===== src/rtl/phy_seq_pkg.sv =====
package phy_seq_pkg;

    typedef enum logic [1:0] {
        REF_CML  = 2'd0,
        REF_CMOS = 2'd1,
        REF_EXT  = 2'd2
    } ref_src_t;

    typedef enum logic [2:0] {
        ST_IDLE,
        ST_CFG,
        ST_REL,
        ST_WAIT,
        ST_DATA,
        ST_IFACE,
        ST_BRIDGE
    } seq_state_t;

    typedef struct packed {
        logic     iddq;
        ref_src_t ref_sel;
        logic     div5;
        logic     pll_run;
        logic     tx_en;
        logic     rx_en;
        logic     iface_rst;
        logic     bridge_en;
    } pad_ctrl_t;

    localparam pad_ctrl_t PAD_RESET = '{
        iddq:      1'b0,
        ref_sel:   REF_EXT,
        div5:      1'b1,
        pll_run:   1'b0,
        tx_en:     1'b0,
        rx_en:     1'b0,
        iface_rst: 1'b1,
        bridge_en: 1'b0
    };

    function automatic int unsigned cnt_width(input int unsigned n);
        return (n > 1) ? $clog2(n) : 1;
    endfunction

endpackage


===== src/rtl/seq_tick_gen.sv =====
module seq_tick_gen #(
    parameter int unsigned TICK_DIV = 50000
) (
    input  logic clk,
    input  logic rst,
    input  logic clr_i,
    input  logic en_i,
    output logic tick_o
);
    import phy_seq_pkg::*;

    localparam int unsigned W = cnt_width(TICK_DIV);
    localparam logic [W-1:0] LAST = W'(TICK_DIV - 1);

    logic [W-1:0] cnt_q;

    always_ff @(posedge clk) begin
        if (rst || clr_i) begin
            cnt_q <= '0;
        end else if (en_i) begin
            cnt_q <= (cnt_q == LAST) ? '0 : cnt_q + 1'b1;
        end
    end

    assign tick_o = en_i && (cnt_q == LAST);
endmodule


===== src/rtl/seq_poll_counter.sv =====
module seq_poll_counter #(
    parameter int unsigned MAX_POLLS = 300
) (
    input  logic clk,
    input  logic rst,
    input  logic clr_i,
    input  logic inc_i,
    output logic last_o
);
    import phy_seq_pkg::*;

    localparam int unsigned W = cnt_width(MAX_POLLS + 1);
    localparam logic [W-1:0] LAST = W'(MAX_POLLS - 1);

    logic [W-1:0] cnt_q;

    always_ff @(posedge clk) begin
        if (rst || clr_i) begin
            cnt_q <= '0;
        end else if (inc_i && cnt_q != LAST) begin
            cnt_q <= cnt_q + 1'b1;
        end
    end

    assign last_o = (cnt_q == LAST);
endmodule


===== src/rtl/phy_bringup_seq.sv =====
module phy_bringup_seq #(
    parameter int unsigned TICK_DIV  = 50000,
    parameter int unsigned MAX_POLLS = 300
) (
    input  logic       clk,
    input  logic       rst,
    input  logic       start_i,
    input  logic       pll_lock_i,
    output logic       iddq_ovr_o,
    output logic [1:0] ref_sel_o,
    output logic       tx_div5_o,
    output logic       pll_run_o,
    output logic       tx_data_en_o,
    output logic       rx_data_en_o,
    output logic       iface_rst_o,
    output logic       bridge_en_o,
    output logic       busy_o,
    output logic       done_o,
    output logic       err_o
);
    import phy_seq_pkg::*;

    seq_state_t st_q;
    pad_ctrl_t  pad_q;
    logic       done_q, err_q;
    logic       tick, last_poll, in_wait;

    assign in_wait = (st_q == ST_WAIT);

    seq_tick_gen #(.TICK_DIV(TICK_DIV)) u_tick (
        .clk    (clk),
        .rst    (rst),
        .clr_i  (st_q == ST_REL),
        .en_i   (in_wait),
        .tick_o (tick)
    );

    seq_poll_counter #(.MAX_POLLS(MAX_POLLS)) u_poll (
        .clk    (clk),
        .rst    (rst),
        .clr_i  (st_q == ST_REL),
        .inc_i  (tick && !pll_lock_i),
        .last_o (last_poll)
    );

    always_ff @(posedge clk) begin
        if (rst) begin
            st_q   <= ST_IDLE;
            pad_q  <= PAD_RESET;
            done_q <= 1'b0;
            err_q  <= 1'b0;
        end else begin
            case (st_q)
                ST_IDLE: begin
                    if (start_i) begin
                        pad_q.iddq      <= 1'b1;
                        pad_q.pll_run   <= 1'b0;
                        pad_q.tx_en     <= 1'b0;
                        pad_q.rx_en     <= 1'b0;
                        pad_q.iface_rst <= 1'b1;
                        pad_q.bridge_en <= 1'b0;
                        done_q          <= 1'b0;
                        err_q           <= 1'b0;
                        st_q            <= ST_CFG;
                    end
                end
                ST_CFG: begin
                    pad_q.ref_sel <= REF_CML;
                    pad_q.div5    <= 1'b0;
                    st_q          <= ST_REL;
                end
                ST_REL: begin
                    pad_q.pll_run <= 1'b1;
                    st_q          <= ST_WAIT;
                end
                ST_WAIT: begin
                    if (tick) begin
                        if (pll_lock_i) begin
                            pad_q.iddq <= 1'b0;
                            st_q       <= ST_DATA;
                        end else if (last_poll) begin
                            err_q <= 1'b1;
                            st_q  <= ST_IDLE;
                        end
                    end
                end
                ST_DATA: begin
                    pad_q.tx_en <= 1'b1;
                    pad_q.rx_en <= 1'b1;
                    st_q        <= ST_IFACE;
                end
                ST_IFACE: begin
                    pad_q.iface_rst <= 1'b0;
                    st_q            <= ST_BRIDGE;
                end
                ST_BRIDGE: begin
                    pad_q.bridge_en <= 1'b1;
                    done_q          <= 1'b1;
                    st_q            <= ST_IDLE;
                end
                default: st_q <= ST_IDLE;
            endcase
        end
    end

    assign iddq_ovr_o   = pad_q.iddq;
    assign ref_sel_o    = pad_q.ref_sel;
    assign tx_div5_o    = pad_q.div5;
    assign pll_run_o    = pad_q.pll_run;
    assign tx_data_en_o = pad_q.tx_en;
    assign rx_data_en_o = pad_q.rx_en;
    assign iface_rst_o  = pad_q.iface_rst;
    assign bridge_en_o  = pad_q.bridge_en;
    assign busy_o       = (st_q != ST_IDLE);
    assign done_o       = done_q;
    assign err_o        = err_q;
endmodule


===== config.mk =====
export PLATFORM = sky130hd
export DESIGN_NAME = phy_bringup_seq
export DESIGN_NICKNAME = d
export VERILOG_FILES = /design/src/rtl/phy_seq_pkg.sv /design/src/rtl/seq_tick_gen.sv /design/src/rtl/seq_poll_counter.sv /design/src/rtl/phy_bringup_seq.sv
export SDC_FILE = /design/constraint.sdc
export NUM_CORES = 1
export LEC_CHECK = 0
export ABC_AREA = 1
export BUFFER_PORTS_ARGS = -buffer_cell sky130_fd_sc_hd__buf_2
export CAP_MARGIN = 25
export CORE_MARGIN = 10
export CORE_UTILIZATION = 51
export CTS_BUF_LIST = sky130_fd_sc_hd__clkbuf_8
export DETAILED_ROUTE_END_ITERATION = 6
export PLACE_DENSITY = 0.78
export REMOVE_ABC_BUFFERS = 1
export SLEW_MARGIN = 15
export SYNTH_ARGS = -nofsm -noshare
export SYNTH_HDL_FRONTEND = slang
export SYNTH_HIERARCHICAL = 1
export SYNTH_SLANG_ARGS = --single-unit

===== constraint.sdc =====
create_clock -name clk -period 3.8 [get_ports clk]
set_input_delay 0.38 -clock clk [delete_from_list [all_inputs] [get_ports clk]]
set_output_delay 0.38 -clock clk [all_outputs]
set_load 0.01 [all_outputs]

==> results.txt, run 1 <==
Post-CTS Hold Buffers: 0
Clk sinks: 35
Area grow syn2layout: 11.1%
Synth Register Bits: 35
Syn_area_per_cell: 6.91 µm²
Setup CP Type: reg2reg
Final Cycle Share: 0.624
Total routed wirelength: 3.92 mm
Global placement routability congestion: 0.828
Pwr Total: 0.871 mW
Top cells by area, synth: dfxtp_1 (36%), nand2_1 (12%), nor2_1 (10%), inv_1 (6.1%), nor2_4 (4.6%)
DP HPWL: 3.02 mm
ANT cells: 0
Max incr delay on CP: 0.44 ns
Xor/xnor cell area share of the yosys netlist: 0.00896
Core area: 0.00369 mm²
Layout cells sized above 1: 0.204
Worst-path clk slew: 0.08 ns
Comb power frac: 0.099
First-pass GRT wire length: 7.02 mm
I/O Pins: 16
Slowest cell on crit path: dfxtp_1
Initial core utilization: 0.530
CTS root buffer: clkbuf_8
Post-Syn Area: 0.00195 mm²
Share of the synthesized area in the top cell type: 0.359
Final hold slack: 0.364 ns
Clock power share: 0.456
Vias per inst: 4.98
Worst-case clock skew: 0.0128 ns
Leakage: 0.885 nW
Largest net degree at the start of global routing: 15
CTS tree: done
Switching power: 0.205 mW
Pre-antenna DRT Iters: 4
Nets: 304
CP arrival: 2.55 ns
Die span in y: 81.9 µm
Initial antenna violation count: 0
Run status: completed
Area leader, netlist: dfxtp_1
Largest family of logic cells by synthesized area: simple AND/OR/NAND/NOR gates
Vias after detailed routing: 1727
Warnings from Yosys: 6
Fin Setup TNS: 0 ns
H-tree levels: 2
Sequential fraction of the synthesis area: 0.359
Final non-filler cell total: 347
Crit path max fanout: 14
Num CTS Buffers: 5
Simple-gate portion of the synthesized area: 0.430
Worst setup EP type: register
Skew-Pair Late Insertion Delay: 0.29 ns
Adder-Cell Fraction of Synth Area: 0.0128
Setup Buffers After CTS: 0
Power per cell area: 401 mW/mm²
Slew Viols, Final: 0
Worst IR Drop VDD: 0.000279 V
Crit path buffers/inverters: 1
Tmin final: 2.37 ns
Input/output buffers: 14
Fin. Hold Viols: 0
Rows: 22
Mapped Cells: 283
MaxCap Viol Count: 0
Int Power: 0.666 mW
Crit path max-delay family: simple AND/OR/NAND/NOR gates
Cell variety after synth: 33
Worst-case clock buffer depth: 2
Crit start category: register
Mux contribution to synthesized area: 0
DR DRC count: 0
Total GRT Usage: 0.129
Setup Viol. Count Final: 0
WL per Instance: 11.3 µm
Die X-Extent: 81.9 µm
DR iter-0 viols: 118
Sw frac: 0.236
Vias in the first global route: 1651
Placed cells: 339
Post-DRT Antenna Nets: 0
Post-cts repair resize count: 0
CP most frequent cell: nor2_4
Max Freq: 422 MHz
GR Overflow Total: 0
RSZ-0062 raised after global routing: no
CP Data Required Time: 3.98 ns
Die Footprint: 0.00671 mm²
Synth Area in Compound Gates: 0.0922
Sequential Power Share: 0.445
Critical Path, Cell by Cell: nand2_2, nor2_4, nand2_1, nor2_1, nand2_2, nor2_4, inv_1, nor2_1, nand2_1, nor2_4, nand3_1, o21ai_1, a21oi_1
Hold crit path type: in2reg
## power groups by stage
stage / clock network, mW / logic (mW) / registers, mW
final: 0.397 / 0.0867 / 0.388
after global routing: 0.421 / 0.0969 / 0.390
after CTS: 0.405 / 0.0873 / 0.388
after detailed placement: 0 / 0.0873 / 0.396
after global placement: 0 / 0.0853 / 0.395
after floorplan: 0 / 0.0545 / 0.399
## cells by family after synthesis
kind of cell,after synthesis
buf+inv,44
flops,35
compound gates,31
fa+ha+maj,2
simple gates,168
xor+xnor,2
other cells,1
## state kept, by name, indices dropped and copies added (netlist names)
signal and flops:
bridge_en_o 1, err_o 1, iddq_ovr_o 1, iface_rst_o 1, pll_run_o 1, ref_sel_o 1
st_q 3, tx_data_en_o 1, u_poll/cnt_q 9, u_tick/cnt_q 16
## cells in the final DEF (no fill, tap or decap)
cell type  netlist  routed
bufinv_16        0       2
nand4_2          1       1
ha_1             2       2
a22oi_1          1       1
inv_2            6       6
nand3_4          1       1
dfxtp_1         35      35
xor2_1           2       2
nand2_4          2       2
nor3_1           7       7
a211oi_1         1       1
nor2_8           1       1
nand3_1         14      14
clkbuf_8         0       5
a32oi_1          1       1
buf_2            0      14
inv_1           32      33
nand3b_1         1       1
a31oi_1          1       1
nor2_4           8       8
nor2_2           6       6
a21oi_1         13      13
a21oi_2          1       1
nand2_2          7       7
nand3_2          2       2
o21ai_0          3       3
nand4_1          3       3
o21ai_1          7       7
nand2_1         61      61
nor2_1          52      52
o21ai_2          3       3
conb_1           1       1
nor3_2           2       2
## per-layer routing
layer | share of wire | up-vias | wire (µm) | GRT usage
li1 | - | 920 | - | -
met1 | 0.45 | 782 | 1760 | 0.152
met2 | 0.51 | 22 | 1980 | 0.225
met3 | 0.040 | 3 | 157 | 0.0328
met4 | 0.0051 | 0 | 20 | 0.0374
met5 | 0 | - | 0 | 0
## worst register-to-register path, delay by kind of cell, from the launching register on
family,cells,cell delay [ns]
AND/OR/NAND/NOR,10,1.57
buffers and inverters,1,0.08
flip-flops,1,0.44
AO/OA/AOI/OAI,2,0.18
## synth_stat cells, drive strengths merged
cell    count
buf         6
nand2      70
nand3      17
nor2       67
conb        1
nand4       4
nand3b      1
a32oi       1
a31oi       1
ha          2
a21oi      14
a22oi       1
xor2        2
inv        38
o21ai      13
dfxtp      35
a211oi      1
nor3        9
## final timing paths
check                           cells past startpoint                            to                  from  slack (ns)
worst max register to register                     13  u_poll/cnt_q[6]$_SDFFE_PP0P_  st_q[1]$_SDFFE_PP0P_        1.43
worst min-delay path                                2       iddq_ovr_o$_SDFFE_PP0P_                   rst        0.36
worst max-delay path                               13  u_poll/cnt_q[6]$_SDFFE_PP0P_  st_q[1]$_SDFFE_PP0P_        1.43
worst min register to register                      2            err_o$_SDFFE_PP0P_    err_o$_SDFFE_PP0P_        0.46
## cell type report
type | count | area (µm²)
Multi-Input combinational cell | 204 | 1070
Timing Repair Buffer | 14 | 70.1
Sequential cell | 35 | 701
Clock buffer | 5 | 68.8
Clock inverter | 3 | 63.8
Inverter | 38 | 143
Fill cell | 372 | 1520
Tap cell | 48 | 60.1
## per-stage QoR
stage	setup WS, ns	utilization	cell area [µm²]
final	1.43	0.589	2170
after floorplan	1.67	-	1910
after global routing	1.15	0.589	2170
after global placement	1.50	0.553	2040
after CTS	1.41	0.589	2170
after detailed placement	1.45	0.553	2040
Note: power is estimated with default switching activity, not from simulation.
==> inputs of run 2 (changes only) <==
--- a/config.mk
+++ b/config.mk
@@ -12,7 +12,7 @@
 export CORE_UTILIZATION = 51
 export CTS_BUF_LIST = sky130_fd_sc_hd__clkbuf_8
 export DETAILED_ROUTE_END_ITERATION = 6
-export PLACE_DENSITY = 0.78
+export PLACE_DENSITY = 0.8
 export REMOVE_ABC_BUFFERS = 1
 export SLEW_MARGIN = 15
 export SYNTH_ARGS = -nofsm -noshare
==> constraint.sdc (replaced) <==
create_clock -name clk -period 2 [get_ports clk]
set_input_delay 0.2 -clock clk [delete_from_list [all_inputs] [get_ports clk]]
set_output_delay 0.2 -clock clk [all_outputs]
set_load 0.01 [all_outputs]
==> run 2 against run 1 <==
Clock power grew 66%. Worst setup slack lost 1.3 ns. Critical path depth shrank 1. Core utilization grew 0.64 points. Clock-buffer cell count grew 1. Sequential share of layout area shrank 0.29 points. Hold slack lost 0.17 ns. First-iteration DRC count shrank 7.6%. Fmax grew 25%. Register-to-register slack lost 1.3 ns. Cell area grew 1.1%. Critical endpoint unchanged. Highest routed layer unchanged.
==> results.txt, run 2 (same netlist as run 1, synthesis figures left out) <==
CP arrival: 2.09 ns (-0.46 ns)
DR DRC count: 0 (unchanged)
Die Footprint: 0.00671 mm² (unchanged)
Total routed wirelength: 3.94 mm (+0.66%)
Worst-path clk slew: 0.07 ns (about the same)
R2r startpoint: u_tick/cnt_q[1]$_SDFFE_PP0P_
H-tree levels: 2 (unchanged)
Commonest non-fill, non-tap cells in the layout: nand2_1 (61), nor2_1 (50), dfxtp_1 (34), inv_1 (32)
DR iter-0 viols: 109 (-7.6%)
Worst IR Drop VDD: 0.000377 V (+35%)
Slew Viols, Final: 0 (unchanged)
Leakage: 0.895 nW (+1.1%)
Worst-case clock buffer depth: 2 (unchanged)
Skew-Pair Late Insertion Delay: 0.29 ns (about the same)
Post-CTS Hold Buffers: 0 (unchanged)
Area occupied by multi-input gates: 0.00107 mm² (+0.70%)
Setup CP Type: reg2reg
Die X-Extent: 81.9 µm (unchanged)
Vias in the first global route: 1528 (-7.5%)
Hold crit path type: in2reg
Layout cells sized above 1: 0.231 (+0.0270)
Pwr Total: 1.57 mW (+80%)
Pre-antenna DRT Iters: 4 (unchanged)
Fin Setup TNS: 0 ns (unchanged)
Final hold slack: 0.195 ns (-0.168 ns)
Nets: 308 (+1.3%)
WHS Path Cells: 2 (unchanged)
Area grow syn2layout: 12.4%
Fin. Hold Viols: 0 (unchanged)
Max Freq: 526 MHz (+25%)
Num CTS Buffers: 5 (unchanged)
Vias after detailed routing: 1776 (+2.8%)
Final non-filler cell total: 351 (+1.2%)
Hold Path Sink: iddq_ovr_o$_SDFFE_PP0P_
Clk sinks: 35 (unchanged)
Placed cells: 343 (+1.2%)
Rows: 22 (unchanged)
Total GRT Usage: 0.122 (-0.00708)
Global placement routability congestion: 0.830 (+0.24%)
WL per Instance: 11.2 µm (-0.48%)
Die span in y: 81.9 µm (unchanged)
Fillers: 340 (-8.6%)
Vias per inst: 5.06 (+1.7%)
FF-to-FF End: u_poll/cnt_q[6]$_SDFFE_PP0P_
Run status: completed
Post-DRT Antenna Nets: 0 (unchanged)
Hold path startpoint: rst
Initial core utilization: 0.530 (unchanged)
R2R setup slack: 0.1 ns (-1.33 ns)
Post-cts repair resize count: 0 (unchanged)
Setup Viol. Count Final: 0 (unchanged)
Tmin final: 1.90 ns (-0.468 ns)
Setup Buffers After CTS: 0 (unchanged)
Largest net degree at the start of global routing: 14 (-1)
Final Cycle Share: 0.951 (+0.327)
Initial antenna violation count: 0 (unchanged)
CTS root buffer: clkbuf_8
Max reg flops: 16 (unchanged)
Power per cell area: 715 mW/mm² (+78%)
Input/output buffers: 14 (unchanged)
GR Overflow Total: 0 (unchanged)
Crit start category: register
Top Registers: u_tick/cnt_q (16), u_poll/cnt_q (9), st_q (3)
Most common cell after layout, fill and taps aside: nand2_1
CP Data Required Time: 2.18 ns (-1.80 ns)
ANT cells: 0 (unchanged)
DP HPWL: 2.94 mm (-2.9%)
Crit path max fanout: 5 (-9)
Top reg by flops: u_tick/cnt_q
First-pass GRT wire length: 6.51 mm (-7.2%)
Post-DP Area: 0.00207 mm² (+1.5%)
CTS tree: done
Post-route design area: 0.00220 mm² (+1.1%)
I/O Pins: 16 (unchanged)
MaxCap Viol Count: 0 (unchanged)
Worst setup EP type: register
Core area: 0.00369 mm² (unchanged)
Worst-case clock skew: 0.00586 ns (-0.00695 ns)
Seq. cell area: 702 µm² (+0.18%)
Worst reg2reg path depth: 12 (-1)
## run 2: worst max-delay path by stage
stage,from,endpoint,slack (ns),depth (start not counted)
after floorplan,st_q[1]$_SDFFE_PP0P_,u_poll/cnt_q[6]$_SDFFE_PP0P_,-0.13,13
after global routing,u_tick/cnt_q[1]$_SDFFE_PP0P_,u_poll/cnt_q[6]$_SDFFE_PP0P_,-0.05,12
after CTS,u_tick/cnt_q[1]$_SDFFE_PP0P_,u_poll/cnt_q[6]$_SDFFE_PP0P_,0.10,12
after global placement,u_tick/cnt_q[1]$_SDFFE_PP0P_,u_poll/cnt_q[6]$_SDFFE_PP0P_,0.17,12
final,u_tick/cnt_q[1]$_SDFFE_PP0P_,u_poll/cnt_q[6]$_SDFFE_PP0P_,0.1,12
after detailed placement,u_tick/cnt_q[1]$_SDFFE_PP0P_,u_poll/cnt_q[6]$_SDFFE_PP0P_,0.12,12
## run 2: layout make-up
| cell class | count | share of cell area |
|---|---|---|
| multi-input cells | 204 | 0.489 |
| clock inverters | 2 | 0.0160 |
| flip-flops and latches | 35 | 0.320 |
| repair buffers | 18 | 0.0456 |
| inverters | 38 | 0.0650 |
| well taps | 48 | 0.0274 |
| clock buffers | 6 | 0.0376 |
## run 2: worst max-delay path, stage by stage, from the launching register on
cell and delay (ns):
dfxtp_1 0.38, ha_2 0.22, nand2_2 0.12, nor2_2 0.14, nand2_2 0.09, nor2_4 0.14
inv_1 0.08, nor2_2 0.12, nand2_1 0.10, nor2_4 0.13, nand3_1 0.10, o21ai_1 0.13
a21oi_1 0.05
## run 2: metrics by stage
stage	util	worst slack [ns]
detailed placement	0.561	0.122
global placement	0.561	0.166
CTS	0.593	0.105
floorplan	-	-0.133
global route	0.595	-0.0483
finish	0.595	0.0979
## run 2: per-layer routing
metal  share of wire  track usage  vias up
li1                -            -      929
met1            0.45        0.138      804
met2            0.49        0.209       39
met3           0.051       0.0360        4
met4           0.015       0.0510        0
met5               0            0        -
## run 2: power by group
part / leakage [nW] / internal (mW) / switching, mW / total (mW)
logic: 0.550 / 0.0618 / 0.115 / 0.177
clock network: 0.0612 / 0.403 / 0.257 / 0.661
registers: 0.284 / 0.718 / 0.0148 / 0.733
total: 0.895 / 1.18 / 0.387 / 1.57
